`src/rtl/exc_state_regs.sv`:
```
module exc_state_regs #(
  parameter int IRQ_N  = 6,
  parameter int CODE_N = 16
) (
  input  logic              clk,
  input  logic              rst_n,
  input  logic [CODE_N-1:0] sync_req,
  input  logic [IRQ_N-1:0]  irq,
  input  logic [31:0]       fault_pc,
  input  logic              in_delay,
  input  logic              eret,
  input  logic [1:0]        reg_sel,
  input  logic              reg_we,
  input  logic [31:0]       reg_wdata,
  output logic [31:0]       reg_rdata,
  output logic              trap,
  output logic [4:0]        trap_code,
  output logic              resume_valid,
  output logic [31:0]       resume_pc,
  output logic [31:0]       status_q,
  output logic [31:0]       cause_q,
  output logic [31:0]       epc_q
);
  localparam int PAD = 8 - IRQ_N;

  logic [7:0]       mask_q;
  logic             um_q, el_q, ie_q, bd_q;
  logic [4:0]       code_q;
  logic [IRQ_N-1:0] pend_q;
  logic [31:0]      epc_r;
  logic             sync_any, irq_hit;
  logic [4:0]       low_code;

  always_comb begin
    low_code = 5'd0;
    for (int k = CODE_N - 1; k >= 1; k--)
      if (sync_req[k]) low_code = 5'(k);
  end

  assign sync_any     = |sync_req[CODE_N-1:1];
  assign irq_hit      = ie_q & ~el_q & |(pend_q & mask_q[7:PAD]);
  assign trap         = sync_any | irq_hit;
  assign trap_code    = sync_any ? low_code : 5'd0;
  assign resume_valid = eret;
  assign resume_pc    = epc_r;
  assign epc_q        = epc_r;
  assign status_q     = {16'b0, mask_q, 3'b0, um_q, 2'b0, el_q, ie_q};
  assign cause_q      = {bd_q, 15'b0, pend_q, {PAD{1'b0}}, 1'b0, code_q, 2'b0};

  always_comb begin
    case (reg_sel)
      2'd0:    reg_rdata = status_q;
      2'd1:    reg_rdata = cause_q;
      2'd2:    reg_rdata = epc_r;
      default: reg_rdata = 32'b0;
    endcase
  end

  always_ff @(posedge clk) begin
    if (!rst_n) begin
      mask_q <= '0; um_q <= 1'b0; el_q <= 1'b0; ie_q <= 1'b0;
      bd_q <= 1'b0; code_q <= '0; pend_q <= '0; epc_r <= '0;
    end else begin
      pend_q <= irq;
      if (trap) begin
        el_q   <= 1'b1;
        bd_q   <= in_delay;
        code_q <= trap_code;
        epc_r  <= in_delay ? fault_pc - 32'd4 : fault_pc;
      end else if (eret) begin
        el_q <= 1'b0;
      end else if (reg_we) begin
        if (reg_sel == 2'd0) begin
          mask_q <= reg_wdata[15:8];
          um_q   <= reg_wdata[4];
          el_q   <= reg_wdata[1];
          ie_q   <= reg_wdata[0];
        end else if (reg_sel == 2'd2) begin
          epc_r <= reg_wdata;
        end
      end
    end
  end

  a_r7_level_set: assert property (@(posedge clk) disable iff (!rst_n)
    trap |=> status_q[1]);
  a_r7_code_kept: assert property (@(posedge clk) disable iff (!rst_n)
    trap |=> cause_q[6:2] == $past(trap_code));
  a_r7_delay_flag: assert property (@(posedge clk) disable iff (!rst_n)
    trap |=> cause_q[31] == $past(in_delay));
  a_r8_level_clear: assert property (@(posedge clk) disable iff (!rst_n)
    (eret && !trap) |=> !status_q[1]);
  a_r3_pending_follow: assert property (@(posedge clk) disable iff (!rst_n)
    1'b1 |=> cause_q[15:8] == {$past(irq), {PAD{1'b0}}});
  a_r2_cause_readonly: assert property (@(posedge clk) disable iff (!rst_n)
    (reg_we && reg_sel == 2'd1 && !trap) |=> $stable(cause_q[31:16]) && $stable(cause_q[6:0]));
  a_r6_sync_first: assert property (@(posedge clk) disable iff (!rst_n)
    (sync_req[1] && trap) |-> trap_code == 5'd1);
endmodule

```
`config.mk`:
```
export PLATFORM = sky130hd
export DESIGN_NAME = exc_state_regs
export DESIGN_NICKNAME = d
export VERILOG_FILES = /design/src/rtl/exc_state_regs.sv
export SDC_FILE = /design/constraint.sdc
export NUM_CORES = 1
export LEC_CHECK = 0
export ABC_CLOCK_PERIOD_IN_PS = 1800
export BUFFER_PORTS_ARGS = -buffer_cell sky130_fd_sc_hd__buf_2
export CORE_MARGIN = 2
export CORE_UTILIZATION = 44
export CTS_CLUSTER_DIAMETER = 50
export DETAILED_ROUTE_END_ITERATION = 10
export PLACE_DENSITY = 0.83
export SLEW_MARGIN = 0
export SYNTH_ARGS = -nofsm -noshare
export SYNTH_HDL_FRONTEND = slang
export SYNTH_SLANG_ARGS = --single-unit
```
`constraint.sdc`:
```
create_clock -name clk -period 1.8 [get_ports clk]
set_input_delay 0.18 -clock clk [delete_from_list [all_inputs] [get_ports clk]]
set_output_delay 0.18 -clock clk [all_outputs]
set_load 0.01 [all_outputs]
```
; Word level (Yosys, flattened, before mapping)
; Index checks and enable logic that the tools add are counted.
[totals]
regBits = 55
out_inout_bits = 167
[op_classes]
addsub = 1
eq_ne = 4
muxes = 27
bitwise_logic = 7
reduce_logical = 10
[ops]
columns = cell, n
row1 = 32-bit two-way mux, 6
row2 = 32-bit one-hot mux with 3 select lines, 1
row3 = 5-bit two-way mux, 15
row4 = 32-bit by 3-bit subtractor with 32-bit output (second input constant), 1
row5 = 15-bit OR reduction, 1
row6 = 4-bit AND reduction, 2
row7 = 6-bit bitwise AND, 1
row8 = 3-bit nonzero test, 2
row9 = 6-bit OR reduction, 1
row10 = 1-bit two-way mux, 4
row11 = 4-bit two-way mux, 1
row12 = 2-bit nonzero test, 2
row13 = 1-bit inverter, 3
row14 = 1-bit bitwise AND, 2
row15 = 2-bit by 1-bit == test with 1-bit output (second input constant), 1
row16 = 2-bit == test (second input constant), 1
row17 = 2-bit logical NOT, 1
row18 = 2-bit by 1-bit != test with 1-bit output (second input constant), 1
row19 = 2-bit != test (second input constant), 1
row20 = 2-bit AND reduction, 1
row21 = 1-bit bitwise OR, 1

; Depth between registers and ports, before layout
[logic_depth]
depth_word = 16
ltp_mapped = 7

; Worst setup path after synthesis
; Ideal clock, no wire load.
[synth_path]
path_type = input port to flip-flop
start = input port sync_req[8]
end = register ie_q
setup_time_ns = 0.072
t_arrival_ns = 1.532
required_time_ns = 1.728
path_slack_ns = 0.196
cell_stages = 7
n_path_buf = 1
cell_sequence = nor4_2 nand4_1 a31oi_1 inv_2 nor3_1 buf_4 mux2i_1
[synth_between]
elab_chain_len = 4
[synth_lines]
columns = element, line
row1 = start: declaration, 7  ; input logic [CODE_N-1:0] sync_req,
row2 = 15-bit OR reduction, 40  ; assign sync_any = |sync_req[CODE_N-1:1];
row3 = 1-bit bitwise OR, 42  ; assign trap = sync_any | irq_hit;
row4 = 1-bit inverter (no line), -
row5 = 4-bit AND reduction (no line), -
row6 = end signal: assignment, 77  ; ie_q <= reg_wdata[0];
row7 = end: declaration, 27  ; logic um_q, el_q, ie_q, bd_q;
; Every way passes these cells.
; A chain may end at the register's enable or synchronous reset.

; Worst setup path after layout
[layout_path]
start = register pend_q[0]
end = output port trap
[layout_between]
elab_chain_len = 4
[layout_lines]
columns = element, line
row1 = start: declaration, 29  ; logic [IRQ_N-1:0] pend_q;
row2 = start signal: assignment, 64  ; pend_q <= irq;
row3 = 6-bit bitwise AND, 41  ; assign irq_hit = ie_q & ~el_q & |(pend_q & mask_q[7:PAD]);
row4 = 6-bit OR reduction, 41
row5 = 1-bit bitwise AND, 41
row6 = 1-bit bitwise OR, 42
row7 = end: declaration, 16  ; output logic trap,
; Every way passes these cells.

==> results.txt <==
- Result of the run: finished, final reports clean
* DR pass1 iterations: 4
- RR Endpoint: epc_q[29]$_SDFFE_PN0P_
- Die area: 10000 µm²
* Net switching share of the total power: 31.0%
- Max-capacitance violation count: 0
- The internal power of the cells totals 1.96 mW.
- Entering global routing, the biggest net connects 50 pins.
* Share of total power in the clock network: 30.0%
- For this run, asynchronously set or reset flops after synthesis account for 0%.
- Sequential cells account for 45.9% of the total power.
- On the final layout, the worst clock skew is 0.0122 ns.
* Boundary Pins: 260
- After synthesis, the netlist uses 56 different library cells.
- Top area cells in the synthesized netlist: sky130_fd_sc_hd__dfxtp_1 (27%), sky130_fd_sc_hd__buf_4 (15%), sky130_fd_sc_hd__nand2_1 (8.6%)
- Setup CP Type: reg2out
- In this run the most critical hold path is launched from irq[0].
* Worst voltage drop across the vdd grid: 288 µV
- Synthesis-to-layout area growth: 32.0%
* Iteration-0 DRC count of the detailed router: 187
- The die is 100 µm wide.
- In the finished design, the share of the clock period the worst path needs comes to 99.0%.
* Final weighted congestion in routability-driven placement: 0.864
* Clock insertion delay at the later pin of the skew report: 0.32 ns
* Crit Path Max Fanout: 6
* Input/output buffers: 215
- Worst Reg2Reg Path Length in Cells: 7
* CTS tree: built
* Library cell used as clock root buffer: sky130_fd_sc_hd__clkbuf_8
- Using the TritonRoute via totals, the vias-per-cell ratio works out to 5.24.
- At the worst endpoint, the arrival time is 1.60 ns.
- Initial Utilization: 44.7%
- Of the synthesized area, sequential elements account for 26.5%.
- On the critical path, the stage with the largest delay is an instance of sky130_fd_sc_hd__dfxtp_2.
* Hold WC Path Type: in2reg
* H-tree Lvls: 2
* Critical R2R Launch: pend_q[0]$_SDFF_PN0_
- Die boundary height: 100 µm
* Total vias in the final route: 4387
- Static timing analysis puts the maximum clock frequency at 561 MHz.
- Across every metal layer, demand over resource in global routing totals 24.5%.
- TritonCTS created 5 clock buffers.
* Antenna violations before repair: 0
* Worst Path Required: 1.62 ns
- Number of global-route vias before repair: 3941
* Setup slack after layout: 0.0181 ns
- Combinational Power Share: 24.1%
- Summed over all nets, the half-perimeter wirelength after detailed placement is 10.4 mm.
- In the routed design, unresolved DRC markers number 0.
* Clock sink total: 54
- In this run the register-to-register setup slack is 0.06 ns.
- Number of failing setup endpoints in the final timing report: 0
- Hold endpoint: pend_q[0]$_SDFF_PN0_
- Clock-pin slew was measured on the worst setup and hold paths at 0.11 ns.
* Leakage power total: 2.67 nW
- Counting instances, the worst hold path has a depth of 2.
* Number of synthesized register bits: 54
- Warnings from Yosys: 0
- The worst setup path is captured at a primary output.
* Net load switching power: 882 µW
- Post-CTS Hold Fix Bufs: 0
- Post-detailed-route count of antenna-violating nets: 0
* Clock Path Buffers: 2
- Predominant post-synthesis flop cell: sky130_fd_sc_hd__dfxtp_1
* Layout net count: 820
- The top cell type by area accounts for 26.5% of the synthesized area.
- Setup repair after global routing could not meet its margin everywhere.
* Row count: 35
- The critical path goes through a22oi_2, nand3_2, a31oi_4, inv_4, buf_12, buf_6.
- DP Worst Slack: -0.181 ns
- Cell type with the highest aggregate area in the netlist: sky130_fd_sc_hd__dfxtp_1
- Final hold violation count: 0
- Dividing the detail-routed wire length by the instance count gives 16.3 µm.
- Summed over all layers, the routed wires come to 13.7 mm.
* Number of standard cells after synthesis: 518
- At the end of the flow the core is filled with cells to 59.0%.
- The final max-slew violation count came to 0.
- The region available for standard cell placement spans 9110 µm².
- The first global-routing pass estimated 19.6 mm of wire.
* Number of flops mapped to enable cells by yosys: 0
- On the worst path, the slowest cell contributes a delay of 0.35 ns.
- Global routing finished with a remaining overflow of 0.
- STA classifies the critical path startpoint as a register.
* Cell area after synthesis: 4070 µm²
* Final antenna diode count: 0
* Minimum clock period: 1.78 ns
- Ratio of cells with drive above 1 in the final layout: 42.0%
- Total power per unit cell area: 529 nW/µm²
* Mean Syn Cell Area: 7.86 µm²
logic make-up after synthesis:
group                      share of synthesized area [%]
muxes                                               6.14
buffers and inverters                               18.7
DFF                                                 26.5
xor gates and xnor gates                            4.52
AOI/OAI and AO/OA                                   13.1
other                                             0.0921
adders and majority gates                          0.307
and+or+nand+nor                                     30.6
synth_stat cells, types with 3 or more instances:
cell type                  count
sky130_fd_sc_hd__nor3_1       17
sky130_fd_sc_hd__dfxtp_1      54
sky130_fd_sc_hd__clkbuf_1     16
sky130_fd_sc_hd__and3_1       15
sky130_fd_sc_hd__a21oi_1       7
sky130_fd_sc_hd__o21ai_0      10
sky130_fd_sc_hd__nor4_2        4
sky130_fd_sc_hd__nor4_1        7
sky130_fd_sc_hd__a311oi_1     14
sky130_fd_sc_hd__nor2_1       30
sky130_fd_sc_hd__buf_4        83
sky130_fd_sc_hd__or3_1         5
sky130_fd_sc_hd__a211oi_1     13
sky130_fd_sc_hd__xor2_1        4
sky130_fd_sc_hd__o21a_1        4
sky130_fd_sc_hd__nand2b_1      5
sky130_fd_sc_hd__xnor2_1      17
sky130_fd_sc_hd__nand2_1      93
sky130_fd_sc_hd__nand3b_1      3
sky130_fd_sc_hd__a22oi_1       3
sky130_fd_sc_hd__buf_2         5
sky130_fd_sc_hd__a22o_1        4
sky130_fd_sc_hd__and2_1       24
sky130_fd_sc_hd__mux2i_1      25
sky130_fd_sc_hd__nand3_1       6
sky130_fd_sc_hd__inv_1         6
sky130_fd_sc_hd__nand4_1       3
sequential cells by signal (all words and copies together), names as in the netlist:
name and flops:
el_q 1, code_q 4, epc_q 32, bd_q 1, um_q 1, pend_q 6
ie_q 1, mask_q 8
routing by layer:
layer,share of wire (%),GRT usage [%]
met2,50,44.0
met3,7.4,3.55
met1,40,29.9
met5,0,0
met4,2.3,8.32
critical path, delay by kind of cell, from the launching register on:
family                 cells  cell delay (ns)
DFF                        1             0.35
buffers and inverters      3             0.33
and+or+nand+nor            1             0.13
AOI/OAI and AO/OA          2             0.48
layout by cell type (no fill, tap or decap), drive strengths merged, types with 5 or more instances in the layout:
cell type / n
inv: 8
and3: 15
nand2: 95
or3: 5
nor2: 30
a211oi: 14
a311oi: 14
a21oi: 7
o21ai: 10
nand2b: 5
dfxtp: 54
nor4: 13
nand3: 8
nor3: 19
and2: 24
clkbuf: 8
buf: 263
xnor2: 17
mux2i: 25
conb: 43
worst max-delay path by stage:
stage | depth (start not counted) | slack [ns] | to | start
after floorplan | 7 | 0.20 | ie_q$_SDFFE_PN0P_ | sync_req[8]
after global placement | 7 | -0.06 | epc_q[31]$_SDFFE_PN0P_ | sync_req[4]
after detailed placement | 8 | -0.18 | mask_q[0]$_SDFFE_PN0P_ | sync_req[4]
after CTS | 6 | 0.01 | trap | mask_q[2]$_SDFFE_PN0P_
after global routing | 6 | -0.02 | trap | pend_q[0]$_SDFF_PN0_
final | 6 | 0.02 | trap | pend_q[0]$_SDFF_PN0_
stage by stage:
stage	instances	TNS [ns]	instance area [µm²]	power (mW)	hold slack, ns
finish	838	0	5380	2.84	0.0717
global route	838	-0.0232	5380	2.98	0.0585
CTS	824	0	5170	2.84	0.0641
detailed placement	815	-4.31	5040	2.01	0.393
global placement	815	-0.586	5040	1.99	0.386
floorplan	560	0	4230	1.77	0.302
timing repair:
action | in CTS | in global routing
resized for setup | 3 | 12
cloned | 0 | 3
pin swaps | 3 | 6
setup endpoints to repair | 3 | 14
setup buffers | 1 | 11
power groups by stage:
stage	sequential [mW]	combinational [mW]	clock, mW
final	1.30	0.685	0.853
after global routing	1.31	0.750	0.922
after CTS	1.30	0.680	0.861
after detailed placement	1.33	0.678	0
after global placement	1.33	0.665	0
after floorplan	1.34	0.424	0
cell type report:
cell class              count  area (µm²)
flip-flops and latches     54        1080
multi-input cells         392        2430
well taps                 111         139
repair buffers            266        1580
clock inverters             3        43.8
inverters                   7        28.8
fillers                   848        3730
clock buffers               5        68.8
(Power assumes the default switching activity.)
